==> src/rtl/pwm_fifo_pkg.sv <==
package pwm_fifo_pkg;

    localparam logic [4:0] OFS_CTRL = 5'h00;
    localparam logic [4:0] OFS_STAT = 5'h04;
    localparam logic [4:0] OFS_SAMP = 5'h0C;
    localparam logic [4:0] OFS_PER  = 5'h10;

    localparam int CB_EN    = 0;
    localparam int CB_SWR   = 3;
    localparam int CB_PS_LO = 4;
    localparam int PRESC_W  = 12;
    localparam int CB_SRC   = 16;
    localparam int CB_DBG   = 22;
    localparam int CB_WAIT  = 23;
    localparam int CB_DOZE  = 24;

    typedef enum logic [1:0] {
        ST_IDLE  = 2'd0,
        ST_RUN   = 2'd1,
        ST_SWRST = 2'd2
    } pwm_state_e;

    typedef struct packed {
        logic               doze;
        logic               wait_run;
        logic               dbg;
        logic [1:0]         src;
        logic [PRESC_W-1:0] presc;
        logic               en;
    } ctrl_t;

endpackage

==> src/rtl/pwm_sample_fifo.sv <==
module pwm_sample_fifo #(
    parameter int DEPTH = 4,
    parameter int WIDTH = 16,
    localparam int AW = (DEPTH > 1) ? $clog2(DEPTH) : 1,
    localparam int CW = $clog2(DEPTH + 1)
) (
    input  logic             clk,
    input  logic             rst_n,
    input  logic             flush,
    input  logic             push,
    input  logic             pop,
    input  logic [WIDTH-1:0] din,
    output logic [WIDTH-1:0] dout,
    output logic [CW-1:0]    level,
    output logic             empty,
    output logic             drop
);
    logic [WIDTH-1:0] mem [DEPTH];
    logic [AW-1:0]    rd_ptr, wr_ptr;
    logic             full, do_push, do_pop;

    function automatic logic [AW-1:0] step_ptr(input logic [AW-1:0] p);
        return (p == AW'(DEPTH - 1)) ? '0 : p + 1'b1;
    endfunction

    always_comb begin
        full    = (level == CW'(DEPTH));
        empty   = (level == '0);
        do_pop  = pop && !empty;
        do_push = push && (!full || do_pop);
        drop    = push && !do_push;
        dout    = mem[rd_ptr];
    end

    always_ff @(posedge clk or negedge rst_n) begin
        if (!rst_n) begin
            rd_ptr <= '0;
            wr_ptr <= '0;
            level  <= '0;
        end else if (flush) begin
            rd_ptr <= '0;
            wr_ptr <= '0;
            level  <= '0;
        end else begin
            if (do_push) wr_ptr <= step_ptr(wr_ptr);
            if (do_pop)  rd_ptr <= step_ptr(rd_ptr);
            if (do_push && !do_pop)      level <= level + 1'b1;
            else if (do_pop && !do_push) level <= level - 1'b1;
        end
    end

    always_ff @(posedge clk) begin
        if (do_push && !flush) mem[wr_ptr] <= din;
    end
endmodule

==> src/rtl/pwm_prescaler.sv <==
module pwm_prescaler #(
    parameter int DIV_W = 12
) (
    input  logic             clk,
    input  logic             rst_n,
    input  logic             run,
    input  logic             step,
    input  logic [DIV_W-1:0] div,
    output logic             tick
);
    logic [DIV_W-1:0] pcnt;

    assign tick = run && step && (pcnt >= div);

    always_ff @(posedge clk or negedge rst_n) begin
        if (!rst_n)      pcnt <= '0;
        else if (!run)   pcnt <= '0;
        else if (step)   pcnt <= (pcnt >= div) ? '0 : pcnt + 1'b1;
    end
endmodule

==> src/rtl/pwm_period_ctr.sv <==
module pwm_period_ctr #(
    parameter int PER_W = 16,
    parameter int SMP_W = 16,
    localparam int CNT_W = PER_W + 1,
    localparam int CMP_W = (CNT_W > SMP_W) ? CNT_W : SMP_W
) (
    input  logic             clk,
    input  logic             rst_n,
    input  logic             clear,
    input  logic             begin_run,
    input  logic             running,
    input  logic             tick,
    input  logic [PER_W-1:0] period,
    input  logic             fifo_empty,
    input  logic [SMP_W-1:0] fifo_dout,
    output logic             pop_req,
    output logic [SMP_W-1:0] cur_smp,
    output logic             pwm_out
);
    logic [CNT_W-1:0] cnt, last;
    logic             wrap;

    always_comb begin
        last    = {1'b0, period} + CNT_W'(1);
        wrap    = running && tick && (cnt >= last);
        pop_req = begin_run || wrap;
        pwm_out = running && (CMP_W'(cnt) < CMP_W'(cur_smp));
    end

    always_ff @(posedge clk or negedge rst_n) begin
        if (!rst_n) begin
            cnt     <= '0;
            cur_smp <= '0;
        end else if (clear) begin
            cnt     <= '0;
            cur_smp <= '0;
        end else if (pop_req) begin
            cnt <= '0;
            if (!fifo_empty) cur_smp <= fifo_dout;
        end else if (running && tick) begin
            cnt <= cnt + 1'b1;
        end else if (!running) begin
            cnt <= '0;
        end
    end
endmodule

==> src/rtl/pwm_fifo_gen.sv <==
module pwm_fifo_gen
    import pwm_fifo_pkg::*;
#(
    parameter int DEPTH      = 4,
    parameter int SMP_W      = 16,
    parameter int PER_W      = 16,
    parameter int RST_CYCLES = 4
) (
    input  logic        clk,
    input  logic        rst_n,
    input  logic        ref_en,
    input  logic        bus_sel,
    input  logic        bus_wr,
    input  logic [4:0]  bus_addr,
    input  logic [31:0] bus_wdata,
    output logic [31:0] bus_rdata,
    output logic        pwm_out
);
    localparam int CW  = $clog2(DEPTH + 1);
    localparam int RCW = (RST_CYCLES > 2) ? $clog2(RST_CYCLES) : 1;

    pwm_state_e       state, state_nx;
    ctrl_t            ctrl_q;
    logic [PER_W-1:0] period_q;
    logic             ovf_q;
    logic [RCW-1:0]   rst_cnt;

    logic             wr_ok, ctrl_wr, swr_req, smp_wr, per_wr;
    logic             fifo_pop, fifo_empty, fifo_drop;
    logic [SMP_W-1:0] fifo_dout, cur_smp;
    logic [CW-1:0]    fifo_cnt;
    logic             running, begin_run, src_step, tick;
    logic             unused_bits;

    // Bus write decode
    always_comb begin
        wr_ok   = bus_sel && bus_wr && (state != ST_SWRST);
        ctrl_wr = wr_ok && (bus_addr == OFS_CTRL);
        swr_req = ctrl_wr && bus_wdata[CB_SWR];
        smp_wr  = wr_ok && (bus_addr == OFS_SAMP);
        per_wr  = wr_ok && (bus_addr == OFS_PER);
    end

    // Next-state logic
    always_comb begin
        state_nx = state;
        unique case (state)
            ST_IDLE: begin
                if (swr_req)         state_nx = ST_SWRST;
                else if (ctrl_q.en)  state_nx = ST_RUN;
            end
            ST_RUN: begin
                if (swr_req)         state_nx = ST_SWRST;
                else if (!ctrl_q.en) state_nx = ST_IDLE;
            end
            ST_SWRST: begin
                if (rst_cnt == RCW'(RST_CYCLES - 1)) state_nx = ST_IDLE;
            end
            default: state_nx = ST_IDLE;
        endcase
    end

    // State register
    always_ff @(posedge clk or negedge rst_n) begin
        if (!rst_n) state <= ST_IDLE;
        else        state <= state_nx;
    end

    always_ff @(posedge clk or negedge rst_n) begin
        if (!rst_n)                  rst_cnt <= '0;
        else if (state == ST_SWRST)  rst_cnt <= rst_cnt + 1'b1;
        else                         rst_cnt <= '0;
    end

    // Programmable registers
    always_ff @(posedge clk or negedge rst_n) begin
        if (!rst_n) begin
            ctrl_q   <= '0;
            period_q <= '0;
            ovf_q    <= 1'b0;
        end else if (swr_req) begin
            ctrl_q   <= '0;
            period_q <= '0;
            ovf_q    <= 1'b0;
        end else begin
            if (ctrl_wr) begin
                ctrl_q <= '{en:       bus_wdata[CB_EN],
                            presc:    bus_wdata[CB_PS_LO +: PRESC_W],
                            src:      bus_wdata[CB_SRC +: 2],
                            dbg:      bus_wdata[CB_DBG],
                            wait_run: bus_wdata[CB_WAIT],
                            doze:     bus_wdata[CB_DOZE]};
            end
            if (per_wr)    period_q <= bus_wdata[PER_W-1:0];
            if (fifo_drop) ovf_q    <= 1'b1;
        end
    end

    // Outputs of the state machine
    always_comb begin
        running   = (state == ST_RUN);
        begin_run = (state == ST_IDLE) && ctrl_q.en && !swr_req;
        unique case (ctrl_q.src)
            2'd1:    src_step = 1'b1;
            2'd2:    src_step = ref_en;
            default: src_step = 1'b0;
        endcase
    end

    // Register read mux
    always_comb begin
        unique case (bus_addr)
            OFS_CTRL: bus_rdata = {7'd0, ctrl_q.doze, ctrl_q.wait_run, ctrl_q.dbg, 4'd0,
                                   ctrl_q.src, ctrl_q.presc, (state == ST_SWRST), 2'd0, ctrl_q.en};
            OFS_STAT: bus_rdata = {27'd0, ovf_q, 1'b0, 3'(fifo_cnt)};
            OFS_SAMP: bus_rdata = 32'(cur_smp);
            OFS_PER:  bus_rdata = 32'(period_q);
            default:  bus_rdata = '0;
        endcase
    end

    assign unused_bits = ^{bus_wdata[31:25], bus_wdata[21:18], bus_wdata[2:1]};

    pwm_sample_fifo #(.DEPTH(DEPTH), .WIDTH(SMP_W)) u_fifo (
        .clk   (clk),
        .rst_n (rst_n),
        .flush (swr_req),
        .push  (smp_wr),
        .pop   (fifo_pop),
        .din   (bus_wdata[SMP_W-1:0]),
        .dout  (fifo_dout),
        .level (fifo_cnt),
        .empty (fifo_empty),
        .drop  (fifo_drop)
    );

    pwm_prescaler #(.DIV_W(PRESC_W)) u_presc (
        .clk   (clk),
        .rst_n (rst_n),
        .run   (running),
        .step  (src_step),
        .div   (ctrl_q.presc),
        .tick  (tick)
    );

    pwm_period_ctr #(.PER_W(PER_W), .SMP_W(SMP_W)) u_ctr (
        .clk        (clk),
        .rst_n      (rst_n),
        .clear      (swr_req),
        .begin_run  (begin_run),
        .running    (running),
        .tick       (tick),
        .period     (period_q),
        .fifo_empty (fifo_empty),
        .fifo_dout  (fifo_dout),
        .pop_req    (fifo_pop),
        .cur_smp    (cur_smp),
        .pwm_out    (pwm_out)
    );
endmodule

==> config.mk <==
export PLATFORM = sky130hd
export DESIGN_NAME = pwm_fifo_gen
export DESIGN_NICKNAME = d
export VERILOG_FILES = /design/src/rtl/pwm_fifo_pkg.sv /design/src/rtl/pwm_sample_fifo.sv /design/src/rtl/pwm_prescaler.sv /design/src/rtl/pwm_period_ctr.sv /design/src/rtl/pwm_fifo_gen.sv
export SDC_FILE = /design/constraint.sdc
export NUM_CORES = 1
export LEC_CHECK = 0
export BUFFER_PORTS_ARGS = -buffer_cell sky130_fd_sc_hd__buf_2
export CAP_MARGIN = 30
export CORE_MARGIN = 2
export CORE_UTILIZATION = 40
export CTS_BUF_LIST = sky130_fd_sc_hd__clkbuf_4
export CTS_CLUSTER_SIZE = 40
export DETAILED_ROUTE_END_ITERATION = 10
export PLACE_DENSITY_LB_ADDON = 0.1
export SLEW_MARGIN = 20
export SYNTH_ARGS = -nofsm -noshare
export SYNTH_HDL_FRONTEND = slang
export SYNTH_SLANG_ARGS = --single-unit
==> constraint.sdc <==
create_clock -name clk -period 4.7 [get_ports clk]
set_input_delay 1.41 -clock clk [delete_from_list [all_inputs] [get_ports clk]]
set_output_delay 1.41 -clock clk [all_outputs]
set_load 0.02 [all_outputs]
==> metrics.yaml, run 1 <==
skew_ps: 23.9
drt_first_pass_iters: 6
start_util_pct: 40.9
ys_types: 58
grt_pass1_wl_mm: 32.1
gp_congestion: 0.853
port_buffers: 52
htreeDepth: 4
placedCellCount: 1094
met3_usage_pct: 3.67
io-pin-count: 75
first_global_vias: 5964
synth_top_area_share_pct: 27.5
cts.sinks: 155
cts_buffers: 17
cts_buffer_depth: 2
synth_area_per_cell_um2: 10.5
power_density_nw_per_um2: 355
sequentialPowerShare_pct: 54.1
cp_cell_sequence: "buf_2 > or4_1 > nor2_1 > buf_4 > a222oi_1 > inv_1 > buf_2"
switching_share_pct: 35.0
clkSlewWorstSetupHoldPaths_ps: 150
p_int_mw: 2.11
fin_nets: 941
yosys_most_used_dff: "dfrtp_1"
power.total_mw: 3.25
ys_seq_area_share_pct: 50.6
overflow: 0
async_reset_ff_share_pct: 58.7
hold_buffers: 0
endpoint_kind: "output pin"
wl_per_cell_um: 17.6
track_usage_pct: 18.8
yosysMostFrequentCell: "nand2_1"
yosysTopAreaCell: "dfrtp_1"
drtAntennaViolNets: 0
die-area_um2: 21900
combPwrFrac_pct: 20.9
area_growth_pct: 10.5
cp.required_ps: 3290
yosys-top-cells-count: "nand2_1, dfrtp_1, o21ai_0"
root_buffer: "clkbuf_4"
period_share_pct: 96.2
globalRouteMet1Util_pct: 26.4
drt_iter0_drc: 385
pwr-share-clk_pct: 25.0
num_vias: 5939
grt_max_degree: 57
hpwl_mm: 14.7
power_leakage_nw: 3.98
maxSlewHeadroom_pct: 47.0
cp_slowest_cell: "or4_1"
layout.cells.non_filler: 1127
tns_ps: 0
setup_viol: 0
maxSlewViolCount: 0
maxCapViolCount: 0
synth_area_leaders: "dfrtp_1, edfxtp_1, ha_1"
grt_most_used_layer: "met2"
yosysWarnings: 0
max-vdd-ir-drop_mv: 0.201
critical_path_arrival_ps: 3110
viasPerCell: 5.27
die_w_um: 148
core_area_um2: 20300
drc: 0
finalHoldViolCount: 0
antenna_found_initial: 1
clk_latency_ps: 560
whs_ps: 446
routed_wl_mm: 19.9
switchingPower_mw: 1.14
min_period_ps: 4520
criticalPathCategory: "in2out"
synthCells: 789
cp_common_cell: "buf_2"
hold_path_class: "reg2reg"
critPathMaxFanout: 18
cpPeakStageDelay_ps: 700
rows: 52
crit_path_start_kind: "input pin"
status: "finished, final reports clean"
drive_above_1_share_pct: 15.3
tritoncts: "done"
fmax_mhz: 221
synth-seq-cells: 155
grt_use_met2_pct: 29.9
die_h_um: 148
worst_slew_pin_slew_ps: 794
syn-cell-area_um2: 8290
synth-edff-count: 64
==> sequential cells by signal, summed over array words and instances, names as in the netlist <==
signal	count
u_ctr.cnt	17
u_ctr.cur_smp	16
u_fifo.wr_ptr	2
ovf_q	1
u_fifo.level	3
u_fifo.rd_ptr	2
u_presc.pcnt	12
u_fifo.mem	64
state	2
ctrl_q	18
period_q	16
rst_cnt	2
==> cells in the final DEF (no fill, tap or decap), types with 3 or more instances in the layout <==
cell type	netlist	routed
buf_4	11	17
nor2_2	1	4
clkinv_4	0	3
ha_1	55	55
clkbuf_4	0	17
mux2i_1	24	24
inv_8	0	3
xor2_1	11	11
nor2b_1	4	4
and2_1	5	5
edfxtp_1	64	64
conb_1	1	11
a21o_1	4	4
o21ai_0	80	80
inv_1	55	55
dfrtp_1	91	89
nand3_1	15	15
nand2b_1	12	12
o31ai_1	3	3
nand2_1	113	113
buf_2	5	51
clkinv_8	0	5
xnor2_1	7	7
nor3_1	14	14
nor2_1	53	50
a21oi_1	31	31
a222oi_1	11	11
and3_1	23	23
nand4_1	8	8
a211oi_1	3	3
inv_6	0	3
o22ai_1	3	3
mux4_2	16	16
o211ai_1	3	3
==> metrics by stage <==
stage	worst slack, ps	cell area (um^2)	utilization [%]
6_report	178	9160	45.1
5_1_grt	-15.1	9160	45.1
4_1_cts	95.3	9150	45.1
3_5_place_dp	127	8850	43.6
3_3_place_gp	228	8810	43.4
2_1_floorplan	76.6	8330	-
==> worst max-delay path: cells and delay by family <==
| kind | cells | cell delay (ps) |
|---|---|---|
| AND/OR/NAND/NOR | 2 | 840 |
| buffers and inverters | 4 | 660 |
| AO/OA/AOI/OAI | 1 | 190 |
==> worst paths after layout <==
path,slack (ps),end,from,depth (start not counted)
setup / recovery,180,bus_rdata[8],bus_addr[3],7
hold / removal,450,rst_cnt[0],rst_cnt[0],1
setup reg to reg,200,u_fifo.level[2],period_q[3],19
hold reg to reg,450,rst_cnt[0],rst_cnt[0],1
max in group asynchronous,3380,ctrl_q[3],rst_n,2
min in group asynchronous,730,state[0],rst_n,1
==> cell type report <==
class                           instances  area (um^2)
Clock inverter                         15          171
Clock buffer                           17          128
Antenna cell                            1         2.50
Inverter                               55          206
Sequential cell                       155         4200
Multi-Input combinational cell        545         3700
Tap cell                              270          338
Fill cell                            1956        11100
Timing Repair Buffer                   69          410
==> per-layer routing <==
layer	share of wire [%]	vias up
li1	-	2891
met1	47	2916
met2	47	115
met3	3.5	17
met4	1.9	0
met5	0	-
==> power groups by stage <==
stage	Clock (mW)	Combinational [mW]	Sequential (mW)
floorplan	0	0.570	1.64
global placement	0	0.642	1.78
detailed placement	0	0.677	1.79
CTS	0.844	0.683	1.76
global route	0.910	0.764	1.79
finish	0.814	0.681	1.76
==> repair_timing <==
item | in CTS | in global routing
resized for setup | 0 | 4
endpoints found under the setup margin | 0 | 1
setup buffers | 0 | 0
==> logic make-up after synthesis <==
| family | count (synthesis) | share of synthesized area (%) |
|---|---|---|
| multiplexers | 40 | 7.24 |
| buffers and inverters | 99 | 5.33 |
| other | 1 | 0.0452 |
| XOR/XNOR | 18 | 1.90 |
| flip-flops | 155 | 50.6 |
| AND/OR/NAND/NOR | 263 | 14.9 |
| adder cells (fa/ha/maj) | 56 | 8.54 |
| AO/OA/AOI/OAI | 157 | 11.5 |
Power figures use the tool's default switching activity.
==> run 2: changes to the inputs <==
- CORE_ASPECT_RATIO: unset -> 1.75
==> run 2 against run 1 <==
Against the previous run:
- final cell count fell by 1.7%
- utilization fell by 0.20 points
- clock-buffer cell count did not move
- critical path type unchanged
- largest power group unchanged
==> metrics.yaml, run 2 (synthesized netlist as in run 1, its figures left out) <==
place_ws_ps: 161  # was 127 ps
wl_per_cell_um: 17.9  # was 17.6 um
die_h_um: 194  # was 148 um
cts_buffer_depth: 2  # unchanged
hpwl_mm: 14.9  # was 14.7 mm
cts.sinks: 155  # unchanged
tritoncts: "done"  # unchanged
grt_most_used_layer: "met2"  # unchanged
htreeDepth: 4  # unchanged
worst_slew_pin_slew_ps: 854  # was 794 ps
rr_endpoint: "u_fifo.level[2]"  # unchanged
core_area_um2: 20300  # about the same
cts_resized: 0  # unchanged
fin_nets: 943  # was 941
antenna_found_initial: 1  # unchanged
grt_pass1_wl_mm: 32.4  # was 32.1 mm
routed_wl_mm: 19.8  # was 19.9 mm
clkSlewWorstSetupHoldPaths_ps: 120  # was 150 ps
placed_area_um2: 8810  # was 8850 um^2
mostFrequentLayoutCells: "nand2_1, dfrtp_1, o21ai_0, edfxtp_1"  # unchanged
drtAntennaViolNets: 0  # unchanged
first_global_vias: 6111  # was 5964
grt_use_met2_pct: 33.7  # was 29.9%
drive_above_1_share_pct: 15.4  # was 15.3%
holdPathStages: 1  # unchanged
drc: 0  # unchanged
cts_buffers: 17  # unchanged
max-vdd-ir-drop_mv: 0.258  # was 0.201 mV
cp.required_ps: 3290  # about the same
final_common_cell: "nand2_1"  # unchanged
die_w_um: 113  # was 148 um
worst_slack_ps: 232  # was 178 ps
largest_register_ffs: 64  # unchanged
start_util_pct: 40.9  # about the same
fin_area_um2: 9120  # was 9160 um^2
timing.rr.start: "period_q[4]"  # was period_q[3]
top_regs: "u_fifo.mem x64, ctrl_q x18, u_ctr.cnt x17"  # unchanged
grt_max_degree: 56  # was 57
drt_iter0_drc: 487  # was 385
tns_ps: 0  # unchanged
root_buffer: "clkbuf_4"  # unchanged
hold_buffers: 0  # unchanged
placedCellCount: 1074  # was 1094
whs_ps: 438  # was 446 ps
rsz0062_at_grt: "no"
status: "finished, final reports clean"  # unchanged
maxCapViolCount: 0  # unchanged
rr_worst_depth: 19  # unchanged
top_register: "u_fifo.mem"  # unchanged
post_cts_buffers: 0  # unchanged
die-area_um2: 21900  # about the same
fmax_mhz: 224  # was 221 MHz
area_growth_pct: 9.94  # was 10.5%
critPathMaxFanout: 18  # unchanged
hold_path_class: "reg2reg"  # unchanged
num_vias: 6032  # was 5939
power_leakage_nw: 3.96  # was 3.98 nW
maxSlewViolCount: 0  # unchanged
utilization_pct: 44.9  # was 45.1%
finalHoldViolCount: 0  # unchanged
criticalPathCategory: "in2out"  # unchanged
endpoint_kind: "output pin"  # unchanged
crit_path_start_kind: "input pin"  # unchanged
min_period_ps: 4470  # was 4520 ps
r2r_slack_ps: 340  # was 200 ps
met3_usage_pct: 3.12  # was 3.67%
rows: 69  # was 52
power.total_mw: 3.23  # was 3.25 mW
critical_path_arrival_ps: 3060  # was 3110 ps
fillers: 1908  # was 1956
io-pin-count: 75  # unchanged
period_share_pct: 95.1  # was 96.2%
critPathLaunch: "bus_addr[3]"  # unchanged
setup_viol: 0  # unchanged
port_buffers: 52  # unchanged
skew_ps: 19.0  # was 23.9 ps
viasPerCell: 5.44  # was 5.27
clk_latency_ps: 570  # was 560 ps
crit_end: "bus_rdata[4]"  # was bus_rdata[8]
track_usage_pct: 18.9  # was 18.8%
maxSlewHeadroom_pct: 43.1  # was 47.0%
globalRouteMet1Util_pct: 22.1  # was 26.4%
drt_first_pass_iters: 5  # was 6
gp_congestion: 0.880  # was 0.853
power_density_nw_per_um2: 355  # about the same
overflow: 0  # unchanged
layout.cells.non_filler: 1108  # was 1127
run 2: changes by cell type in the layout (fill, tap and decap cells not counted), moves of 2 or more:
cell,previous run,this run
inv_8,3,0
clkinv_8,5,0
buf_4,17,20
clkinvlp_4,0,2
clkinv_1,1,4
bufinv_16,0,2
run 2: worst min path at each step:
stage	slack, ps	startpoint	to
after floorplan	410	rst_cnt[0]	rst_cnt[0]
after CTS	440	rst_cnt[0]	rst_cnt[0]
after detailed placement	430	rst_cnt[0]	rst_cnt[0]
final	440	rst_cnt[0]	rst_cnt[0]
after global placement	420	rst_cnt[0]	rst_cnt[0]
after global routing	460	rst_cnt[0]	rst_cnt[0]
run 2: cell type report:
cell class | count | area [um^2] | area share [%]
Inverter | 55 | 206 | 2.26
Clock buffer | 17 | 128 | 1.40
Antenna cell | 2 | 5.00 | 0.0549
Clock inverter | 15 | 148 | 1.62
Multi-Input combinational cell | 545 | 3710 | 40.7
Sequential cell | 155 | 4200 | 46.1
Timing Repair Buffer | 71 | 405 | 4.45
Tap cell | 248 | 310 | 3.40
run 2: critical path: stages:
cell and delay [ps]:
buf_2 140, or4_1 520, buf_4 200, nor2_1 90, buf_4 230, a22oi_1 160, o21ai_0 110, buf_2 190
run 2: power breakdown:
group          switching (mW)  internal (mW)  total (mW)
Clock                   0.499          0.314       0.814
Combinational           0.337          0.334       0.671
Sequential              0.215           1.53        1.75
Total                    1.05           2.18        3.23
run 2: per-layer routing:
layer  vias to the layer above  wire length (um)
met1                      2973              8050
met2                       124             10600
met5                         -                 0
met3                        39               538
met4                         0               682
li1                       2896                 -
==> run 3: changes to the inputs <==
- BUFFER_PORTS_ARGS: -buffer_cell sky130_fd_sc_hd__buf_2 -> unset
- DONT_BUFFER_PORTS: unset -> 1
==> run 3 against run 2 <==
Against the previous run:
- die area stayed put
- clock power increased by 12%
- register-to-register slack gained 20 ps
- via count shrank 4.2%
- global-route usage hardly changed
- flip-flop and latch count stayed put
- clock-buffer cell count rose by 2
- clock skew is 3.0 ps higher
- hold slack better by 11 ps
- non-clock buffer count is 51 lower
- utilization shrank 1.0 points
- combinational power is 7.9% lower
- critical path type unchanged
==> metrics.yaml, run 3 (synthesized netlist as in run 1, its figures left out) <==
setup_viol: 0  # unchanged
r2r_slack_ps: 360  # was 340 ps
final_common_cell: "nand2_1"  # unchanged
drc: 0  # unchanged
grt_pass1_wl_mm: 32.0  # was 32.4 mm
cts_buffer_depth: 2  # unchanged
drt_iter0_drc: 440  # was 487
power_density_nw_per_um2: 368  # was 355 nW/um^2
die_w_um: 113  # unchanged
hold_buffers: 0  # unchanged
gp_congestion: 0.885  # was 0.880
crit_path_start_kind: "input pin"  # unchanged
min_period_ps: 4350  # was 4470 ps
hold_path_class: "reg2reg"  # unchanged
critPathLaunch: "bus_addr[3]"  # unchanged
overflow: 0  # unchanged
power_leakage_nw: 3.77  # was 3.96 nW
fmax_mhz: 230  # was 224 MHz
clkSlewWorstSetupHoldPaths_ps: 130  # was 120 ps
cts_buffers: 17  # unchanged
root_buffer: "clkbuf_4"  # unchanged
worst_slew_pin_slew_ps: 923  # was 854 ps
cp_cell_sequence: "or4_1 > buf_4 > nor2_1 > buf_4 > a22oi_1 > o21ai_0 > buf_4"  # was buf_2 > or4_1 > buf_4 > nor2_1 > buf_4 > a22oi_1 > o21ai_0 > buf_2
crit_end: "bus_rdata[4]"  # unchanged
maxCapViolCount: 0  # unchanged
rows: 69  # unchanged
routed_wl_mm: 19.8  # about the same
mostFrequentLayoutCells: "nand2_1, dfrtp_1, o21ai_0, edfxtp_1"  # unchanged
combPwrFrac_pct: 18.8  # was 20.7%
rr_endpoint: "u_fifo.level[2]"  # unchanged
port_buffers: 0  # was 52
area_growth_pct: 7.44  # was 9.94%
maxSlewHeadroom_pct: 38.5  # was 43.1%
drtAntennaViolNets: 0  # unchanged
top_register: "u_fifo.mem"  # unchanged
utilization_pct: 43.9  # was 44.9%
cp_slowest_cell: "or4_1"  # unchanged
timing.rr.start: "period_q[2]"  # was period_q[4]
status: "finished, final reports clean"  # unchanged
clk_latency_ps: 580  # was 570 ps
hpwl_mm: 14.8  # was 14.9 mm
io-pin-count: 75  # unchanged
cpPeakStageDelay_ps: 510  # was 520 ps
finalHoldViolCount: 0  # unchanged
cp.required_ps: 3290  # about the same
grt_max_degree: 92  # was 56
switchingPower_uw: 997  # was 1.05 mW
core_area_um2: 20300  # unchanged
rr_worst_depth: 18  # was 19
fin_nets: 892  # was 943
wl_per_cell_um: 18.8  # was 17.9 um
period_share_pct: 92.6  # was 95.1%
pwr-share-clk_pct: 27.7  # was 25.2%
switching_share_pct: 30.4  # was 32.5%
htreeDepth: 4  # unchanged
min-delay-start: "rst_cnt[0]"  # unchanged
track_usage_pct: 18.9  # about the same
sequentialPowerShare_pct: 53.5  # was 54.1%
tns_ps: 0  # unchanged
top_regs: "u_fifo.mem x64, ctrl_q x18, u_ctr.cnt x17"  # unchanged
die-area_um2: 21900  # unchanged
skew_ps: 22.0  # was 19.0 ps
antenna_found_initial: 1  # unchanged
drt_first_pass_iters: 7  # was 5
tritoncts: "done"  # unchanged
drive_above_1_share_pct: 10.2  # was 15.4%
critPathMaxFanout: 12  # was 18
fillers: 1914  # was 1908
start_util_pct: 40.9  # unchanged
rsz0062_at_grt: "no"  # unchanged
maxSlewViolCount: 0  # unchanged
die_h_um: 194  # unchanged
p_int_mw: 2.28  # was 2.18 mW
placedCellCount: 1022  # was 1074
cts.sinks: 155  # unchanged
num_vias: 5777  # was 6032
endpoint_kind: "output pin"  # unchanged
cp_common_cell: "buf_4"
first_global_vias: 5959  # was 6111
layout.cells.non_filler: 1056  # was 1108
criticalPathCategory: "in2out"  # unchanged
max-vdd-ir-drop_mv: 0.228  # was 0.258 mV
critical_path_arrival_ps: 2940  # was 3060 ps
viasPerCell: 5.47  # was 5.44
largest_register_ffs: 64  # unchanged
run 3: routing by layer:
metal	vias up	share of wire, %	GRT usage [%]
li1	2789	-	-
met1	2829	39	21.5
met2	126	54	33.6
met3	33	3.5	4.05
met4	0	3.7	8.31
met5	-	0	0
run 3: power by group through the flow:
stage | Sequential (mW) | Clock, mW | Combinational [mW]
2_1_floorplan | 1.64 | 0 | 0.570
3_3_place_gp | 1.78 | 0 | 0.592
3_5_place_dp | 1.79 | 0 | 0.613
4_1_cts | 1.76 | 0.941 | 0.618
5_1_grt | 1.78 | 0.985 | 0.703
6_report | 1.75 | 0.909 | 0.618
run 3: timing repair:
item	CTS	global route
setup endpoints to repair	0	1
gates resized for setup	0	5
setup buffers	0	0
run 3: worst min path at each step:
| stage | slack, ps | endpoint | depth (start not counted) |
|---|---|---|---|
| 3_3_place_gp | 420 | rst_cnt[0] | 1 |
| 5_1_grt | 450 | ctrl_q[3] | 0 |
| 3_5_place_dp | 420 | rst_cnt[0] | 1 |
| 6_report | 450 | rst_cnt[0] | 1 |
| 4_1_cts | 450 | rst_cnt[0] | 1 |
| 2_1_floorplan | 410 | rst_cnt[0] | 1 |
run 3: area by class of cell:
class	count	area (um^2)	share of cell area, %
sequential	155	4200	47.1
tap	248	310	3.48
multi-input combinational	545	3710	41.7
clock buffer	19	143	1.60
timing repair buffer	20	158	1.77
inverter	55	206	2.32
antenna	1	2.50	0.0281
clock inverter	13	175	1.97
run 3: metrics by stage:
step                setup slack, ps  hold slack (ps)  total power [mW]  cell area [um^2]
floorplan                      76.6              410              2.21              8330
global placement                391              420              2.37              8540
detailed placement              233              422              2.40              8550
CTS                             178              449              3.32              8870
global route                   6.49              447              3.47              8910
finish                          349              448              3.28              8910
run 3: worst max-delay path: cells and delay by family:
kind,cells,cell delay [ps]
AOI/OAI and AO/OA,2,270
buffers and inverters,3,600
and+or+nand+nor,2,660
